==> config.mk <==
export PLATFORM = sky130hd
export DESIGN_NAME = fx_status_reg
export DESIGN_NICKNAME = d
export VERILOG_FILES = /design/src/rtl/fx_pkg.sv /design/src/rtl/fx_div_ovf.sv /design/src/rtl/fx_flag_state.sv /design/src/rtl/fx_cr_gen.sv /design/src/rtl/fx_status_reg.sv
export SDC_FILE = /design/constraint.sdc
export NUM_CORES = 1
export LEC_CHECK = 0
export BUFFER_PORTS_ARGS = -buffer_cell sky130_fd_sc_hd__buf_2
export CAP_MARGIN = 20
export CORE_AREA = 2 2 159 161
export DETAILED_ROUTE_END_ITERATION = 6
export DIE_AREA = 0 0 161 163
export GPL_TIMING_DRIVEN = 0
export PLACE_DENSITY = 0.52
export SETUP_SLACK_MARGIN = 0.05
export SYNTH_ARGS = -nofsm -noshare
export SYNTH_HDL_FRONTEND = slang
export SYNTH_HIERARCHICAL = 1
export SYNTH_SLANG_ARGS = --single-unit
==> constraint.sdc <==
create_clock -name clk_i -period 1.8 [get_ports clk_i]
set_clock_uncertainty 0.1 [all_clocks]
set_input_delay 0.09 -clock clk_i [delete_from_list [all_inputs] [get_ports clk_i]]
set_output_delay 0.09 -clock clk_i [all_outputs]
set_load 0.005 [all_outputs]
==> src/rtl/fx_pkg.sv <==
package fx_pkg;
  localparam int unsigned POS_SO   = 31;
  localparam int unsigned POS_OV   = 30;
  localparam int unsigned POS_CA   = 29;
  localparam int unsigned POS_OV32 = 19;
  localparam int unsigned POS_CA32 = 18;
  localparam int unsigned CNT_W    = 7;

  typedef struct packed {
    logic so;
    logic ov;
    logic ov32;
    logic ca;
    logic ca32;
  } fx_flags_t;

  function automatic logic [63:0] fx_mask();
    logic [63:0] m;
    m = '0;
    m[POS_SO]   = 1'b1;
    m[POS_OV]   = 1'b1;
    m[POS_CA]   = 1'b1;
    m[POS_OV32] = 1'b1;
    m[POS_CA32] = 1'b1;
    m[CNT_W-1:0] = '1;
    return m;
  endfunction
endpackage

==> src/rtl/fx_div_ovf.sv <==
module fx_div_ovf #(
  parameter int unsigned XLEN = 64
) (
  input  logic            neg_i,
  input  logic [XLEN-1:0] mag_i,
  output logic            ov_o,
  output logic            ov32_o
);
  localparam int unsigned HALF = XLEN / 2;
  localparam logic [XLEN-1:0] LIM_W = {1'b1, {(XLEN-1){1'b0}}};
  localparam logic [XLEN-1:0] LIM_H = {{(XLEN-HALF){1'b0}}, 1'b1, {(HALF-1){1'b0}}};

  // a negative result may reach exactly -2^(n-1); zero never overflows
  always_comb begin
    if (neg_i) begin
      ov_o   = mag_i > LIM_W;
      ov32_o = mag_i > LIM_H;
    end else begin
      ov_o   = mag_i >= LIM_W;
      ov32_o = mag_i >= LIM_H;
    end
  end
endmodule

==> src/rtl/fx_flag_state.sv <==
module fx_flag_state
  import fx_pkg::*;
#(
  parameter int unsigned XLEN = 64
) (
  input  logic             clk_i,
  input  logic             rst_ni,
  input  logic             alu_valid_i,
  input  logic             ca_en_i,
  input  logic             ca_i,
  input  logic             ca32_i,
  input  logic             ov_en_i,
  input  logic             ov_i,
  input  logic             ov32_i,
  input  logic             mt_valid_i,
  input  logic [XLEN-1:0]  mt_data_i,
  output fx_flags_t        flags_o,
  output logic [CNT_W-1:0] cnt_o
);
  fx_flags_t        flags_q, flags_d;
  logic [CNT_W-1:0] cnt_q, cnt_d;

  always_comb begin
    flags_d = flags_q;
    cnt_d   = cnt_q;
    if (mt_valid_i) begin
      flags_d.so   = mt_data_i[POS_SO];
      flags_d.ov   = mt_data_i[POS_OV];
      flags_d.ca   = mt_data_i[POS_CA];
      flags_d.ov32 = mt_data_i[POS_OV32];
      flags_d.ca32 = mt_data_i[POS_CA32];
      cnt_d        = mt_data_i[CNT_W-1:0];
    end else if (alu_valid_i) begin
      if (ca_en_i) begin
        flags_d.ca   = ca_i;
        flags_d.ca32 = ca32_i;
      end
      if (ov_en_i) begin
        flags_d.ov   = ov_i;
        flags_d.ov32 = ov32_i;
        flags_d.so   = flags_q.so | ov_i;
      end
    end
  end

  always_ff @(posedge clk_i or negedge rst_ni) begin
    if (!rst_ni) begin
      flags_q <= '0;
      cnt_q   <= '0;
    end else begin
      flags_q <= flags_d;
      cnt_q   <= cnt_d;
    end
  end

  assign flags_o = flags_q;
  assign cnt_o   = cnt_q;

  assert_so_sticky_R4: assert property (@(posedge clk_i) disable iff (!rst_ni)
    (flags_q.so && !mt_valid_i) |=> flags_q.so);

  assert_ov_sets_so_R4: assert property (@(posedge clk_i) disable iff (!rst_ni)
    (!mt_valid_i && alu_valid_i && ov_en_i && ov_i) |=> flags_q.so);

  assert_carry_hold_R3: assert property (@(posedge clk_i) disable iff (!rst_ni)
    (!mt_valid_i && !(alu_valid_i && ca_en_i)) |=> $stable({flags_q.ca, flags_q.ca32}));

  assert_ovf_hold_R3: assert property (@(posedge clk_i) disable iff (!rst_ni)
    (!mt_valid_i && !(alu_valid_i && ov_en_i)) |=> $stable({flags_q.ov, flags_q.ov32}));
endmodule

==> src/rtl/fx_cr_gen.sv <==
module fx_cr_gen #(
  parameter int unsigned XLEN = 64
) (
  input  logic [XLEN-1:0] cmp_a_i,
  input  logic [XLEN-1:0] cmp_b_i,
  input  logic            cmp_signed_i,
  input  logic [XLEN-1:0] rec_result_i,
  input  logic            so_i,
  output logic [3:0]      cmp_cr_o,
  output logic [3:0]      rec_cr_o
);
  logic lt, gt, eq;
  logic r_neg, r_zero;

  always_comb begin
    eq = (cmp_a_i == cmp_b_i);
    if (cmp_signed_i) lt = $signed(cmp_a_i) < $signed(cmp_b_i);
    else              lt = cmp_a_i < cmp_b_i;
    gt = !lt && !eq;
  end

  assign r_neg    = rec_result_i[XLEN-1];
  assign r_zero   = (rec_result_i == '0);
  assign cmp_cr_o = {lt, gt, eq, so_i};
  assign rec_cr_o = {r_neg, !r_neg && !r_zero, r_zero, so_i};
endmodule

==> src/rtl/fx_status_reg.sv <==
module fx_status_reg
  import fx_pkg::*;
#(
  parameter int unsigned XLEN = 64
) (
  input  logic            clk_i,
  input  logic            rst_ni,
  input  logic            alu_valid_i,
  input  logic            alu_ca_en_i,
  input  logic            alu_ca_i,
  input  logic            alu_ca32_i,
  input  logic            alu_ov_en_i,
  input  logic            alu_ov_i,
  input  logic            alu_ov32_i,
  input  logic            alu_div_i,
  input  logic            div_neg_i,
  input  logic [XLEN-1:0] div_mag_i,
  input  logic            mt_valid_i,
  input  logic [XLEN-1:0] mt_data_i,
  input  logic [XLEN-1:0] cmp_a_i,
  input  logic [XLEN-1:0] cmp_b_i,
  input  logic            cmp_signed_i,
  input  logic [XLEN-1:0] rec_result_i,
  output logic [XLEN-1:0] rd_data_o,
  output logic [4:0]      flags_o,
  output logic [3:0]      cmp_cr_o,
  output logic [3:0]      rec_cr_o
);
  localparam logic [XLEN-1:0] RD_MASK = XLEN'(fx_mask());

  fx_flags_t        flags;
  logic [CNT_W-1:0] cnt;
  logic             div_ov, div_ov32;
  logic             ov_sel, ov32_sel;

  fx_div_ovf #(.XLEN(XLEN)) u_div_ovf (
    .neg_i  (div_neg_i),
    .mag_i  (div_mag_i),
    .ov_o   (div_ov),
    .ov32_o (div_ov32)
  );

  assign ov_sel   = alu_div_i ? div_ov   : alu_ov_i;
  assign ov32_sel = alu_div_i ? div_ov32 : alu_ov32_i;

  fx_flag_state #(.XLEN(XLEN)) u_state (
    .clk_i       (clk_i),
    .rst_ni      (rst_ni),
    .alu_valid_i (alu_valid_i),
    .ca_en_i     (alu_ca_en_i),
    .ca_i        (alu_ca_i),
    .ca32_i      (alu_ca32_i),
    .ov_en_i     (alu_ov_en_i),
    .ov_i        (ov_sel),
    .ov32_i      (ov32_sel),
    .mt_valid_i  (mt_valid_i),
    .mt_data_i   (mt_data_i),
    .flags_o     (flags),
    .cnt_o       (cnt)
  );

  fx_cr_gen #(.XLEN(XLEN)) u_cr (
    .cmp_a_i      (cmp_a_i),
    .cmp_b_i      (cmp_b_i),
    .cmp_signed_i (cmp_signed_i),
    .rec_result_i (rec_result_i),
    .so_i         (flags.so),
    .cmp_cr_o     (cmp_cr_o),
    .rec_cr_o     (rec_cr_o)
  );

  always_comb begin
    rd_data_o            = '0;
    rd_data_o[POS_SO]    = flags.so;
    rd_data_o[POS_OV]    = flags.ov;
    rd_data_o[POS_CA]    = flags.ca;
    rd_data_o[POS_OV32]  = flags.ov32;
    rd_data_o[POS_CA32]  = flags.ca32;
    rd_data_o[CNT_W-1:0] = cnt;
  end

  assign flags_o = flags;

  assert_mt_readback_R2: assert property (@(posedge clk_i) disable iff (!rst_ni)
    mt_valid_i |=> (rd_data_o == ($past(mt_data_i) & RD_MASK)));

  assert_cmp_onehot_R7: assert property (@(posedge clk_i) disable iff (!rst_ni)
    $onehot(cmp_cr_o[3:1]));

  assert_div_zero_no_ovf_R9: assert property (@(posedge clk_i) disable iff (!rst_ni)
    (!mt_valid_i && alu_valid_i && alu_ov_en_i && alu_div_i && div_mag_i == '0)
      |=> (!flags_o[3] && !flags_o[2]));

  assert_cr_so_R6: assert property (@(posedge clk_i) disable iff (!rst_ni)
    (cmp_cr_o[0] == flags_o[4]) && (rec_cr_o[0] == flags_o[4]));
endmodule

Word-level counts from Yosys, hierarchy flattened --
Cells that the tools add are included.
Storage, ports and cells: register bits after elaboration 12, input port bits 333, output and inout port bits 77
Operators by class: $lt $le $gt $ge 6, eq/ne operators 1, muxes and demuxes 9, bitwise operators 1, reductions and logical operators 12
Operators with widths (number):
- $lt A64 B64 Y1 | 2
- $eq A64 B64 Y1 | 1
- $ge A64 B32 Y1 const B | 1
- $ge A64 B64 Y1 const B | 1
- $gt A64 B32 Y1 const B | 1
- $gt A64 B64 Y1 const B | 1
- $logic_not A64 Y1 | 1
- $mux W5 | 2
- $reduce_bool A2 Y1 | 3
- $mux W1 | 5
- $logic_not A1 Y1 | 4
- $reduce_and A2 Y1 | 2
- $mux W3 | 1
- $logic_and A1 B1 Y1 | 2
- $mux W2 | 1
- $or A1 B1 Y1 | 1

Depth between registers and ports, before layout --
word-level depth 7, depth in mapped cells 10, mapped depth without buffers 9

By module --
The synthesis kept the hierarchy.
By module, submodules not included:
- fx_cr_gen | times used 1, cells an instance 268, area each 1891.8 µm², sequential area each 0.0 µm²
- fx_flag_state | times used 1, cells an instance 40, area each 560.5 µm², sequential area each 300.3 µm²
- fx_status_reg | times used 1, cells an instance 60, area each 454.2 µm², sequential area each 0.0 µm²
- fx_div_ovf | times used 1, cells an instance 24, area each 172.7 µm², sequential area each 0.0 µm²

Least setup slack after synthesis --
Ideal clock, no wire load.
path kind input-to-reg, start point input div_mag_i[32], end point register u_state.flags_q (netlist bit u_state/flags_o[2]), arrival time 1.798 ns, required time 1.576 ns, path slack -0.222 ns, cell stages on the path 7, buffers on the path 0, path through or4_4 nor4_2 nand4_1 a211o_1 mux2_2 and3_1 o31a_1
Between the ends: longest elaborated chain between the ends 6
RTL lines:
- start: declaration | RTL line fx_status_reg.sv:17 | input logic [XLEN-1:0] div_mag_i,
- $ge A64 B32 Y1 or $gt A64 B32 Y1 (tied branches) | RTL line fx_div_ovf.sv:20, fx_div_ovf.sv:17
- $mux W1 * | RTL line fx_div_ovf.sv:15 | if (neg_i) begin
- net div_ov32 | RTL line fx_status_reg.sv:33 | logic div_ov, div_ov32;
- $mux W1 * | RTL line fx_status_reg.sv:44 | assign ov32_sel = alu_div_i ? div_ov32 : alu_ov32_i;
- net ov32_sel | RTL line fx_status_reg.sv:34 | logic ov_sel, ov32_sel;
- $mux W3 * | RTL line fx_flag_state.sv:38 | if (ov_en_i) begin
- $mux W5 * | RTL line fx_flag_state.sv:33 | end else if (alu_valid_i) begin
- $mux W5 * | RTL line fx_flag_state.sv:26 | if (mt_valid_i) begin
- end signal: assignment | RTL line fx_flag_state.sv:51 | flags_q <= flags_d;
- end: declaration | RTL line fx_flag_state.sv:20 | fx_flags_t flags_q, flags_d;
The timed path passes the listed nets; every way through them passes the cells marked *. The select of a mux whose other input is x is not followed. A chain may end at the register's enable or synchronous reset.

Final worst setup path --
start point input cmp_b_i[36], end point output cmp_cr_o[2]
Between the ends: longest elaborated chain between the ends 4
RTL lines:
- start: declaration | RTL line fx_status_reg.sv:21 | input logic [XLEN-1:0] cmp_b_i,
- $lt A64 B64 Y1 (on tied branches) | RTL line fx_cr_gen.sv:18, fx_cr_gen.sv:17
- $mux W1 | RTL line fx_cr_gen.sv:17 | if (cmp_signed_i) lt = $signed(cmp_a_i) < $signed(cmp_b_i);
- $logic_not A1 Y1 | RTL line fx_cr_gen.sv:19 | gt = !lt && !eq;
- $logic_and A1 B1 Y1 * | RTL line fx_cr_gen.sv:19
- end: declaration | RTL line fx_status_reg.sv:26 | output logic [3:0] cmp_cr_o,
Mark *: on every way between the ends. The rest lies on a longest branch, timed or not.

==> impl_metrics.yaml <==
detailed_routing:
  dr.pass1.iters: 4
  vias: 3996
  via_per_inst: 3.629
  drc: 0
  wire_per_inst_um: 12.89
  routed_wl_um: 14190
  drtAntennaViolNets: 0
  drt-initial-drc-count: 121
power_and_ir_drop:
  pwr-share-clk_pct: 20.0
  pwr-share-seq_pct: 16.0
  irDropWorstVdd_mv: 0.4059
  p_leak_nw: 3.316
  powerDensity_nw_per_um2: 309.3
  p_int_mw: 1.329
  p_total_mw: 2.001
  combPwrFrac_pct: 64.0
  power_switching_mw: 0.6715
  swShare_pct: 33.57
timing:
  finalMaxSlewViolations: 0
  min_period_over_period_pct: 121.5
  fmax_ghz: 0.4573
  hold_ws_ps: -2.182
  rsz0062_at_grt: "true"
  period_minus_slack_ps: 2187
  tightest_slew_ps: 566.7
  setup_violations: 6
  layout_setup_ws_ps: -386.7
  relSlewSlack_pct: 61.99
  hold_viol_final: 1
global_route:
  grt_max_degree: 13
  grt_first_pass_wirelength_um: 20380
  grt_use_total_pct: 9.782
  grt_overflow_total: 0
  grt_pass1_vias: 3867
  grt_antenna_before_repair: 1
die:
  die_h_um: 163
  die_area_um2: 26240
  initial_core_util_pct: 12.48
  die_x_um: 161
  num_rows: 58
  ios: 410
  core-area_um2: 24670
status:
  outcome: "finished, violations left"
  violations: "negative hold slack, negative setup slack"
logic_synthesis:
  yosys_warnings: 6
  ys_types: 44
  async_flop_share_pct: 100.0
  avgSynthCellArea_um2: 7.855
  ys_ff_latch: 12
  synth_area_leaders: "ha_1 26%, buf_4 16%, dfrtp_1 9.8%"
  ys.flop_type: "dfrtp_1"
  synth_cells: 392
  synth_area_um2: 3079
  synth_edf_count: 0
  ys_seq_area_share_pct: 9.752
  synth_top_area_cell: "ha_1"
  yosys.area.top_type_share_pct: 26.01
critical_path:
  worstPathArrival_ps: 2000
  setup.worst_path.end_class: "output pin"
  crit_type: "input port to output pin"
  worstPathRequired_ps: 1610
  crit_fanout: 3
  crit_path_start_kind: "input port"
  reg2reg_slack_ps: 790
place:
  dp_hpwl_um: 12660
  place_congestion: 0.7991
  numPortBuffers: 304
  place_ws_ps: -689.1
clocking:
  clock_sinks: 12
  cts_buffer_depth: 2
  htreeDepth: 1
  clk_pin_slew_ps: 40
  clock_latency_ps: 230
  cts_root_buf: "clkbuf_16"
  cts_tree: "done"
  cts_buffers: 3
job:
  maxCapViolCount: 0
final_layout:
  drive_above_1_share_pct: 65.19
  nets: 1169
  area_growth_syn_to_layout_pct: 110.1
min_path:
  min_path_type: "input port to flip-flop"
-- sequential cells by signal, indices dropped and copies added, names as in the netlist --
| signal | count |
|---|---|
| u_state/cnt_o | 7 |
| u_state/flags_o | 5 |
-- area by class of cell --
cell class | instances | area (um2)
Antenna cell | 1 | 2.502
Multi-Input combinational cell | 299 | 2965
Buffer | 65 | 504.2
Sequential cell | 12 | 300.3
Inverter | 66 | 295.3
Fill cell | 2708 | 18210
Timing Repair Buffer | 325 | 1913
Clock buffer | 3 | 75.07
Tap cell | 330 | 412.9
-- synth_stat cells (4+ instances only) --
library cell,count
a21boi_0,5
mux2_4,4
mux2_2,5
nand3_1,9
nand4_1,17
nor2_1,6
a21oi_1,25
o31a_1,6
buf_4,64
nor4_1,31
and3_1,4
o21ai_0,8
a21o_1,4
dfrtp_1,12
ha_1,64
nand2_1,21
or2b_1,4
inv_1,65
-- critical path: stages --
cell      delay (ps)
buf_2            110
inv_4             40
ha_4             220
nand4_1          190
nor3_4            90
a221o_1          370
o31a_1           330
inv_2             80
o311ai_4         110
mux2i_1          130
buf_4            140
buf_6            110
-- kinds of logic (layout without fill, tap and decap cells) --
group | Yosys count | after routing | synth area share (%)
buf+inv | 132 | 459 | 24.66
mux | 10 | 10 | 4.104
fa+ha+maj | 64 | 64 | 26.01
flops | 12 | 12 | 9.752
simple gates | 111 | 111 | 21.90
other cells | 1 | 53 | 0.1218
xor+xnor | 1 | 1 | 0.2845
compound gates | 61 | 61 | 13.17
-- cell usage in the layout (no fill, tap or decap), types with 2 or more instances in the layout --
master	n
buf_2	270
buf_4	77
conb_1	52
ha_4	42
inv_1	37
buf_6	34
nor4_1	27
ha_1	22
nand2_1	21
nand4_1	17
a21oi_1	16
inv_2	15
inv_4	12
dfrtp_1	12
nand3_1	8
a21oi_2	8
dlygate4sd3_1	7
mux2_4	6
nor4_2	6
nor2_1	6
o31a_1	6
a21boi_0	5
o21ai_0	4
a21o_1	4
or2b_1	4
clkbuf_16	3
o21ai_2	3
a211oi_1	3
mux2_2	3
nand2b_1	2
nand4_4	2
nor3_4	2
and4_4	2
a221oi_4	2
or3_1	2
and3_1	2
and3_4	2
-- power by group through the flow --
stage / logic (mW) / clock network, mW / registers (mW)
2_1_floorplan: 0.546 / 0 / 0.320
3_3_place_gp: 1.05 / 0 / 0.322
6_report: 1.28 / 0.401 / 0.320
3_5_place_dp: 1.06 / 0 / 0.324
4_1_cts: 1.25 / 0.411 / 0.320
5_1_grt: 1.42 / 0.427 / 0.324
-- what timing repair did --
item / in CTS / in global routing
pin swaps: 38 / 14
endpoints found under the setup margin: 6 / 8
hold endpoints to repair: 18 / 0
gates resized for setup: 80 / 27
buffers inserted: 13 / 1
hold buffers: 7 / 0
-- per-layer routing --
layer	part of all wire, %	vias up	GRT usage [%]
met4	0.62	0	1.177
met2	50	113	16.82
met3	3.8	6	1.197
met1	45	1826	13.47
li1	-	2051	-
met5	0	-	0
-- stage by stage --
stage	instance area (um2)	utilization (%)	setup TNS, ps	cells
2_1_floorplan	3630	-	-436.6	443
3_3_place_gp	5564	22.55	-2842	1077
3_5_place_dp	5564	22.55	-3035	1077
4_1_cts	6315	25.59	-1431	1099
5_1_grt	6466	26.21	-1951	1100
6_report	6469	26.22	-1444	1101
-- final timing paths --
check,from,end,cells after the start
min in group asynchronous,rst_ni,u_state/cnt_o[2]$_DFFE_PN0P_,2
min,mt_data_i[1],u_state/cnt_o[1]$_DFFE_PN0P_,2
max reg2reg,u_state/flags_o[2]$_DFFE_PN0P_,u_state/flags_o[2]$_DFFE_PN0P_,2
min reg2reg,u_state/cnt_o[0]$_DFFE_PN0P_,u_state/cnt_o[0]$_DFFE_PN0P_,1
max,cmp_b_i[36],cmp_cr_o[2],12
max in group asynchronous,rst_ni,u_state/cnt_o[4]$_DFFE_PN0P_,2
Power figures use the tool's default switching activity.
